<file path="src/rtl/hcvt_pkg.sv">
package hcvt_pkg;

  // Default field widths of the source and destination formats
  localparam int SRC_EXP_W  = 8;
  localparam int SRC_FRAC_W = 23;
  localparam int DST_EXP_W  = 5;
  localparam int DST_FRAC_W = 10;

  // Strobes from the classifier to the datapath
  typedef struct packed {
    logic load;        // capture a new result this cycle
    logic selArith;    // finite nonzero operand: shift, round, pack
    logic selNanPay;   // NaN carrying its narrowed payload
    logic selDefNan;   // canonical quiet NaN
    logic selZero;     // signed zero
    logic selInf;      // signed infinity
    logic selMax;      // signed largest magnitude
    logic setInvalid;
    logic setInexact;
    logic setUnder;
  } hcvtStrobe_t;

endpackage

</file>
<file path="src/rtl/hcvt_round.sv">
// Right shift by a variable amount with round-to-nearest-even on the dropped bits.
module hcvt_round #(
  parameter int SIG_W    = 24,
  parameter int DROP_MAX = 25,
  localparam int DW      = $clog2(DROP_MAX + 1),
  localparam int PAD     = DROP_MAX + 1,
  localparam int EXT_W   = SIG_W + PAD
) (
  input  logic [SIG_W-1:0] sig,
  input  logic [DW-1:0]    dropAmt,   // never above DROP_MAX
  output logic [SIG_W:0]   rounded,
  output logic             inexact
);

  logic [EXT_W-1:0] stage [DW+1];
  logic [SIG_W-1:0] kept;
  logic             roundBit;
  logic             sticky;
  logic             bump;

  assign stage[0] = {sig, {PAD{1'b0}}};

  // Logarithmic shifter, one stage per bit of the shift amount
  for (genvar g = 0; g < DW; g++) begin : g_shift
    assign stage[g+1] = dropAmt[g] ? (stage[g] >> (1 << g)) : stage[g];
  end

  assign kept     = stage[DW][EXT_W-1 -: SIG_W];
  assign roundBit = stage[DW][PAD-1];
  assign sticky   = |stage[DW][PAD-2:0];
  assign bump     = roundBit & (sticky | kept[0]);
  assign rounded  = {1'b0, kept} + (SIG_W+1)'(bump);
  assign inexact  = roundBit | sticky;

endmodule

</file>
<file path="src/rtl/hcvt_ctrl.sv">
// Operand classifier: decides which result source and which fixed flags apply.
module hcvt_ctrl
  import hcvt_pkg::*;
#(
  parameter int EXP_W   = SRC_EXP_W,
  parameter int FRAC_W  = SRC_FRAC_W,
  parameter int OFRAC_W = DST_FRAC_W
) (
  input  logic              inValid,
  input  logic [EXP_W-1:0]  inExp,
  input  logic [FRAC_W-1:0] inFrac,
  input  logic              altMode,
  input  logic              defaultNan,
  output hcvtStrobe_t       strobe
);

  logic expOnes, expZero, fracZero, quietBit, payNonZero;
  logic isNan, isInf, isZero, isSubIn, isFinite;

  always_comb begin
    expOnes    = &inExp;
    expZero    = ~|inExp;
    fracZero   = ~|inFrac;
    quietBit   = inFrac[FRAC_W-1];
    payNonZero = |inFrac[FRAC_W-1 -: OFRAC_W];

    isNan    = expOnes & ~fracZero;
    isInf    = expOnes & fracZero;
    isZero   = expZero & fracZero;   // sign plays no part
    isSubIn  = expZero & ~fracZero;
    isFinite = ~expOnes & ~expZero;

    strobe            = '0;
    strobe.load       = inValid;
    strobe.selArith   = isFinite;
    strobe.selNanPay  = isNan & ~altMode & ~defaultNan & payNonZero;
    strobe.selDefNan  = isNan & ~altMode & (defaultNan | ~payNonZero);
    strobe.selZero    = isZero | isSubIn | (isNan & altMode);
    strobe.selInf     = isInf & ~altMode;
    strobe.selMax     = isInf & altMode;
    strobe.setInvalid = (isNan & ~quietBit) | (isInf & altMode);
    strobe.setInexact = isSubIn;
    strobe.setUnder   = isSubIn;
  end

endmodule

</file>
<file path="src/rtl/hcvt_dp.sv">
// Datapath: exponent rebias, denormalising shift, rounding, range handling, output register.
module hcvt_dp
  import hcvt_pkg::*;
#(
  parameter int EXP_W   = SRC_EXP_W,
  parameter int FRAC_W  = SRC_FRAC_W,
  parameter int OEXP_W  = DST_EXP_W,
  parameter int OFRAC_W = DST_FRAC_W
) (
  input  logic              clk,
  input  logic              rstN,
  input  hcvtStrobe_t       strobe,
  input  logic              inSign,
  input  logic [EXP_W-1:0]  inExp,
  input  logic [FRAC_W-1:0] inFrac,
  input  logic              altMode,
  output logic              outValid,
  output logic [OEXP_W+OFRAC_W:0] outData,
  output logic              flagInvalid,
  output logic              flagOverflow,
  output logic              flagUnderflow,
  output logic              flagInexact
);

  localparam int SIG_W     = FRAC_W + 1;
  localparam int DROP_NORM = FRAC_W - OFRAC_W;
  localparam int DROP_MAX  = SIG_W + 1;
  localparam int DW        = $clog2(DROP_MAX + 1);
  localparam int TINY_SPAN = DROP_MAX - DROP_NORM;
  localparam int EW        = EXP_W + 2;
  localparam int OW        = OEXP_W + OFRAC_W;
  localparam int PW        = EXP_W + OFRAC_W + 2;
  localparam int IN_BIAS   = (1 << (EXP_W - 1)) - 1;
  localparam int OUT_BIAS  = (1 << (OEXP_W - 1)) - 1;
  localparam int OUT_EMIN  = 1 - OUT_BIAS;
  localparam logic [OW-1:0] INF_MAG = {{OEXP_W{1'b1}}, {OFRAC_W{1'b0}}};
  localparam logic [OW-1:0] MAX_MAG = {OW{1'b1}};
  localparam logic [OW:0]   DEF_NAN = {1'b0, {OEXP_W{1'b1}}, 1'b1, {(OFRAC_W-1){1'b0}}};

  logic signed [EW-1:0] unbExp, deficit, biasedOut;
  logic                 isTiny;
  logic [DW-1:0]        dropAmt;
  logic [SIG_W:0]       rounded;
  logic                 rndInexact;
  logic [PW-1:0]        magnitude;

  logic [OW:0] nextData;
  logic        nextInv, nextOvf, nextUnf, nextInx;

  // Exponent handling and shift amount
  always_comb begin
    unbExp    = $signed({2'b00, inExp}) - EW'(IN_BIAS);
    isTiny    = unbExp < EW'(OUT_EMIN);
    deficit   = EW'(OUT_EMIN) - unbExp;
    biasedOut = unbExp + EW'(OUT_BIAS);
    if (!isTiny)                        dropAmt = DW'(DROP_NORM);
    else if (deficit > EW'(TINY_SPAN))  dropAmt = DW'(DROP_MAX);
    else                                dropAmt = DW'(deficit) + DW'(DROP_NORM);
  end

  hcvt_round #(
    .SIG_W    (SIG_W),
    .DROP_MAX (DROP_MAX)
  ) u_round (
    .sig     ({1'b1, inFrac}),
    .dropAmt (dropAmt),
    .rounded (rounded),
    .inexact (rndInexact)
  );

  // A carry out of the rounded significand ripples into the exponent field
  always_comb begin
    if (isTiny)
      magnitude = PW'(rounded);
    else
      magnitude = ((PW'($unsigned(biasedOut)) - PW'(1)) << OFRAC_W) + PW'(rounded);
  end

  // Result selection
  always_comb begin
    nextData = '0;
    nextInv  = strobe.setInvalid;
    nextOvf  = 1'b0;
    nextUnf  = strobe.setUnder;
    nextInx  = strobe.setInexact;
    if (strobe.selArith) begin
      if (!altMode && magnitude >= PW'(INF_MAG)) begin
        nextData = {inSign, INF_MAG};
        nextOvf  = 1'b1;
        nextInx  = 1'b1;
      end else if (altMode && magnitude > PW'(MAX_MAG)) begin
        nextData = {inSign, MAX_MAG};
        nextInv  = 1'b1;
        nextInx  = 1'b1;
      end else begin
        nextData = {inSign, magnitude[OW-1:0]};
        nextInx  = rndInexact;
        nextUnf  = isTiny & rndInexact;
      end
    end else if (strobe.selNanPay) begin
      nextData = {inSign, {OEXP_W{1'b1}}, inFrac[FRAC_W-1 -: OFRAC_W]};
    end else if (strobe.selDefNan) begin
      nextData = DEF_NAN;
    end else if (strobe.selInf) begin
      nextData = {inSign, INF_MAG};
    end else if (strobe.selMax) begin
      nextData = {inSign, MAX_MAG};
    end else if (strobe.selZero) begin
      nextData = {inSign, {OW{1'b0}}};
    end
  end

  // Output register
  always_ff @(posedge clk or negedge rstN) begin
    if (!rstN) begin
      outValid      <= 1'b0;
      outData       <= '0;
      flagInvalid   <= 1'b0;
      flagOverflow  <= 1'b0;
      flagUnderflow <= 1'b0;
      flagInexact   <= 1'b0;
    end else begin
      outValid <= strobe.load;
      if (strobe.load) begin
        outData       <= nextData;
        flagInvalid   <= nextInv;
        flagOverflow  <= nextOvf;
        flagUnderflow <= nextUnf;
        flagInexact   <= nextInx;
      end
    end
  end


  valid_follow_chk: assert property (@(posedge clk) disable iff (!rstN)
    strobe.load |=> outValid);

  valid_idle_chk: assert property (@(posedge clk) disable iff (!rstN)
    !strobe.load |=> !outValid && $stable(outData) && $stable(flagInexact));

  nan_payload_chk: assert property (@(posedge clk) disable iff (!rstN)
    strobe.load && strobe.selNanPay |=> (&outData[OW-1 -: OEXP_W]) && (|outData[OFRAC_W-1:0]));

  ieee_inf_chk: assert property (@(posedge clk) disable iff (!rstN)
    strobe.load && strobe.selInf |=> outData[OW-1:0] == INF_MAG && !flagInvalid);

  under_inexact_chk: assert property (@(posedge clk) disable iff (!rstN)
    flagUnderflow |-> flagInexact);

  ovf_inexact_chk: assert property (@(posedge clk) disable iff (!rstN)
    flagOverflow |-> flagInexact && outData[OW-1:0] == INF_MAG);

  alt_no_ovf_chk: assert property (@(posedge clk) disable iff (!rstN)
    strobe.load && altMode |=> !flagOverflow);

endmodule

</file>
<file path="src/rtl/fp_half_narrow.sv">
module fp_half_narrow
  import hcvt_pkg::*;
#(
  parameter int EXP_W   = SRC_EXP_W,
  parameter int FRAC_W  = SRC_FRAC_W,
  parameter int OEXP_W  = DST_EXP_W,
  parameter int OFRAC_W = DST_FRAC_W,
  localparam int IN_W   = 1 + EXP_W + FRAC_W,
  localparam int OUT_W  = 1 + OEXP_W + OFRAC_W
) (
  input  logic             clk,
  input  logic             rstN,
  input  logic             inValid,
  input  logic [IN_W-1:0]  inData,
  input  logic             altMode,
  input  logic             defaultNan,
  output logic             outValid,
  output logic [OUT_W-1:0] outData,
  output logic             flagInvalid,
  output logic             flagOverflow,
  output logic             flagUnderflow,
  output logic             flagInexact
);

  hcvtStrobe_t       strobe;
  logic              inSign;
  logic [EXP_W-1:0]  inExp;
  logic [FRAC_W-1:0] inFrac;

  assign inSign = inData[IN_W-1];
  assign inExp  = inData[IN_W-2 -: EXP_W];
  assign inFrac = inData[FRAC_W-1:0];

  hcvt_ctrl #(
    .EXP_W   (EXP_W),
    .FRAC_W  (FRAC_W),
    .OFRAC_W (OFRAC_W)
  ) u_ctrl (
    .inValid    (inValid),
    .inExp      (inExp),
    .inFrac     (inFrac),
    .altMode    (altMode),
    .defaultNan (defaultNan),
    .strobe     (strobe)
  );

  hcvt_dp #(
    .EXP_W   (EXP_W),
    .FRAC_W  (FRAC_W),
    .OEXP_W  (OEXP_W),
    .OFRAC_W (OFRAC_W)
  ) u_dp (
    .clk           (clk),
    .rstN          (rstN),
    .strobe        (strobe),
    .inSign        (inSign),
    .inExp         (inExp),
    .inFrac        (inFrac),
    .altMode       (altMode),
    .outValid      (outValid),
    .outData       (outData),
    .flagInvalid   (flagInvalid),
    .flagOverflow  (flagOverflow),
    .flagUnderflow (flagUnderflow),
    .flagInexact   (flagInexact)
  );

endmodule

</file>
<file path="config.mk">
export PLATFORM = sky130hd
export DESIGN_NAME = fp_half_narrow
export DESIGN_NICKNAME = d
export VERILOG_FILES = /design/src/rtl/hcvt_pkg.sv /design/src/rtl/hcvt_round.sv /design/src/rtl/hcvt_ctrl.sv /design/src/rtl/hcvt_dp.sv /design/src/rtl/fp_half_narrow.sv
export SDC_FILE = /design/constraint.sdc
export NUM_CORES = 1
export LEC_CHECK = 0
export ABC_AREA = 0
export BUFFER_PORTS_ARGS = -buffer_cell sky130_fd_sc_hd__buf_2
export CORE_MARGIN = 8
export CORE_UTILIZATION = 45
export CTS_BUF_LIST = sky130_fd_sc_hd__clkbuf_4
export DETAILED_ROUTE_END_ITERATION = 8
export PLACE_DENSITY = 0.74
export SYNTH_ARGS = -nofsm -noshare
export SYNTH_HDL_FRONTEND = slang
export SYNTH_SLANG_ARGS = --single-unit
</file>
<file path="constraint.sdc">
create_clock -name clk -period 1.3 [get_ports clk]
set_clock_uncertainty 0.05 [all_clocks]
set_input_delay 0.26 -clock clk [delete_from_list [all_inputs] [get_ports clk]]
set_output_delay 0.26 -clock clk [all_outputs]
set_load 0.05 [all_outputs]
</file>
==> flow_summary_export.csv <==
group,metric,value,unit
timing,final.setup.worst_slack,-5.50,ns
worst_setup_path,crit_type,"input port to flip-flop",
synth,ys_types,94,
timing,relSlewSlack,37.5,%
timing,min_period,6.80,ns
clock_network,cts_max_path_buffers,2,
drt,postRouteWirelength,32300,µm
timing,slew_viol_final,0,
finish,fillCellCount,890,
synth,synthArstFlopShare,100,%
drt,vias,9113,
drt,postRouteAntennaNets,0,
power,pwr-share-clk,5.6,%
finish,final_area,9900,µm²
outcome,violations,"setup timing",
power,ir_drop,0.451,mV
floorplan,die_x,128,µm
finish,seq_area,526,µm²
clock_network,cts_tree,"yes",
synth,yosysMostFrequentCell,"nand2_1",
drt,viasPerCell,6.54,
worst_setup_path,cp-start-kind,"input port",
placement,pre_cts_ws,-5.69,ns
timing,rsz0062_at_grt,"yes",
clock_network,clkTransAtPathRegs,0.12,ns
synth,synth_warnings,0,
finish,multi_input_area,5450,µm²
worst_setup_path,crit_fanout,6,
synth,synth_top_flop_cell,"dfrtp_1",
global_route,grt_usage,36.1,%
placement,placed_cell_area,8740,µm²
timing,worst_pin_slew,0.930,ns
placement,numPlacedInstances,1338,
finish,drive_above_1_share,50.7,%
worst_setup_path,cp_data_arrival_time,7.01,ns
finish,final_cells,1394,
synth,yosys_register_bits,21,
synth,syn_area_per_cell,6.98,µm²
clock_network,clockRootBuffer,"clkbuf_4",
synth,synth_edf_count,0,
global_route,grt_max_degree,22,
drt,firstDrtPassIters,6,
floorplan,die_y,128,µm
power,sw_frac_of_total,50.5,%
power,p_int,3250,µW
drt,drt_iter0_markers,1014,
synth,yosys.area.top_type,"dfrtp_1",
worst_setup_path,slowest_delay,0.43,ns
worst_setup_path,cp_slowest_cell,"a221o_1",
finish,finalNetCount,1279,
power,p_comb_share,81.9,%
floorplan,num_rows,41,
power,leakagePower,0.00439,µW
synth,synth_area_leaders,"dfrtp_1, a21oi_1, nand2_1",
drt,drc,0,
global_route,grt_pass1_wl,46800,µm
synth,synthTopCellsByCount,"nand2_1, a21oi_1, nor2_1",
run,cap_violations,0,
clock_network,clk_latency,0.32,ns
synth,synthCells,809,
power,seqPwrFrac,12.5,%
placement,dp_hpwl,23500,µm
clock_network,h-tree-depth,1,
global_route,antenna_found_initial,0,
worst_setup_path,required,1.51,ns
power,power_density,664,nW/µm²
floorplan,ios,58,
synth,synth_seq_area_share,9.31,%
timing,clock.fmax,147,MHz
min_path,hold_path.class,"input port to flip-flop",
timing,setup_violations,21,
worst_setup_path,crit_path_end_kind,"flip-flop",
synth,syn_nets,865,
finish,area_growth,75.4,%
clock_network,numCtsBuffers,3,
floorplan,initial_core_util,45.5,%
timing,finalHoldViolCount,0,
timing,finalCritPeriodShare,523,%
timing,holdWs,0.125,ns
synth,netlist_area,5640,µm²
finish,antenna_cells,0,
global_route,grt_overflow,0,
placement,place_congestion,1.06,
clock_network,clock-sinks,21,
placement,numPortBuffers,57,
floorplan,core,12400,µm²
synth,synth_top_area_share,9.31,%
global_route,grt_pass1_vias,8555,
drt,wl_per_cell,23.2,µm
floorplan,die-area,16400,µm²
power,p_sw,3320,µW
outcome,status,"complete, but fails checks",
[registers in the layout (all words and copies together), names as in the netlist]
| name | cells |
|---|---|
| u_dp.outData | 16 |
| u_dp.flagInexact | 1 |
| u_dp.flagInvalid | 1 |
| u_dp.flagOverflow | 1 |
| u_dp.flagUnderflow | 1 |
| u_dp.outValid | 1 |
[layer usage]
layer / track usage, % / share of wire [%] / vias up
met4: 15.6 / 6.3 / 0
met5: 0 / 0 / -
li1: - / - / 3967
met3: 7.36 / 12 / 188
met2: 59.4 / 45 / 711
met1: 44.7 / 37 / 4247
[critical path: cells and delay by family]
family	cells	cell delay [ns]
AO/OA/AOI/OAI	17	3.21
XOR/XNOR	2	0.33
adder cells (fa/ha/maj)	3	0.61
buffers and inverters	8	1.10
multiplexers	3	0.54
AND/OR/NAND/NOR	5	0.93
[cells by family (layout without fill, tap and decap cells)]
| logic type | after synthesis | after routing | synth area share [%] |
|---|---|---|---|
| compound gates | 297 | 298 | 39.0 |
| xor+xnor | 37 | 37 | 6.45 |
| fa+ha+maj | 19 | 19 | 4.35 |
| buf+inv | 86 | 497 | 7.14 |
| flops | 21 | 21 | 9.31 |
| mux | 20 | 20 | 3.61 |
| simple gates | 329 | 330 | 30.1 |
[layout make-up]
cell class	instances	area share [%]
clock buffer	4	0.303
inverter	26	1.01
multi-input combinational	704	55.0
sequential	21	5.31
tap	172	2.17
timing repair buffer	467	36.2
[what timing repair did]
action	in CTS	in global routing
hold buffers	1	0
pin swaps	42	47
endpoints found under the setup margin	20	34
gates resized for setup	89	75
cloned	3	0
endpoints found under the hold margin	21	0
buffers inserted	23	26
[power groups by stage]
| stage | logic [µW] | registers, µW | clock network [µW] |
|---|---|---|---|
| 2_1_floorplan | 2040 | 1190 | 0 |
| 6_report | 5380 | 823 | 366 |
| 4_1_cts | 4860 | 811 | 345 |
| 3_3_place_gp | 4490 | 816 | 0 |
| 3_5_place_dp | 4530 | 821 | 0 |
| 5_1_grt | 5600 | 837 | 386 |
[through the flow]
step | utilization (%) | TNS [ns] | power [µW]
final | 79.7 | -103.25 | 6570
after global routing | 79.7 | -107.72 | 6830
after CTS | 75.9 | -96.59 | 6020
after detailed placement | 70.4 | -106.84 | 5350
after global placement | 70.4 | -106.03 | 5310
after floorplan | - | -102.52 | 3230
[final timing paths]
kind / start / to / slack, ns / depth (start not counted)
worst max-delay path: inData[24] / u_dp.outData[9] / -5.50 / 38
worst min register to register: u_dp.outData[13] / u_dp.outData[13] / 0.47 / 2
min in group asynchronous: rstN / u_dp.outData[3] / 0.34 / 2
max in group asynchronous: rstN / u_dp.outData[12] / 0.53 / 2
worst min-delay path: inValid / u_dp.outValid / 0.12 / 1
worst max register to register: u_dp.outData[9] / u_dp.outData[9] / 0.34 / 2
[cells in the final DEF (no fill, tap or decap), types with 6 or more instances in the layout]
| cell | n |
|---|---|
| o22ai_1 | 8 |
| mux2i_1 | 14 |
| nor4_1 | 13 |
| o31ai_1 | 6 |
| dfrtp_1 | 21 |
| a211oi_1 | 8 |
| a221oi_2 | 6 |
| buf_4 | 384 |
| nand4_1 | 12 |
| nor3_1 | 30 |
| o21ai_1 | 8 |
| or3_1 | 9 |
| and2_1 | 7 |
| xnor2_1 | 23 |
| inv_1 | 23 |
| buf_2 | 38 |
| a21oi_1 | 59 |
| o211ai_1 | 9 |
| o2111ai_2 | 8 |
| nor4_2 | 6 |
| ha_1 | 9 |
| a31oi_1 | 17 |
| and3_1 | 13 |
| nand2_1 | 81 |
| xor2_1 | 8 |
| a21oi_2 | 14 |
| nor2_1 | 55 |
| a211o_1 | 8 |
| o21ai_0 | 39 |
| buf_6 | 24 |
| nand3_1 | 39 |
| clkbuf_4 | 17 |
Power figures use the tool's default switching activity.
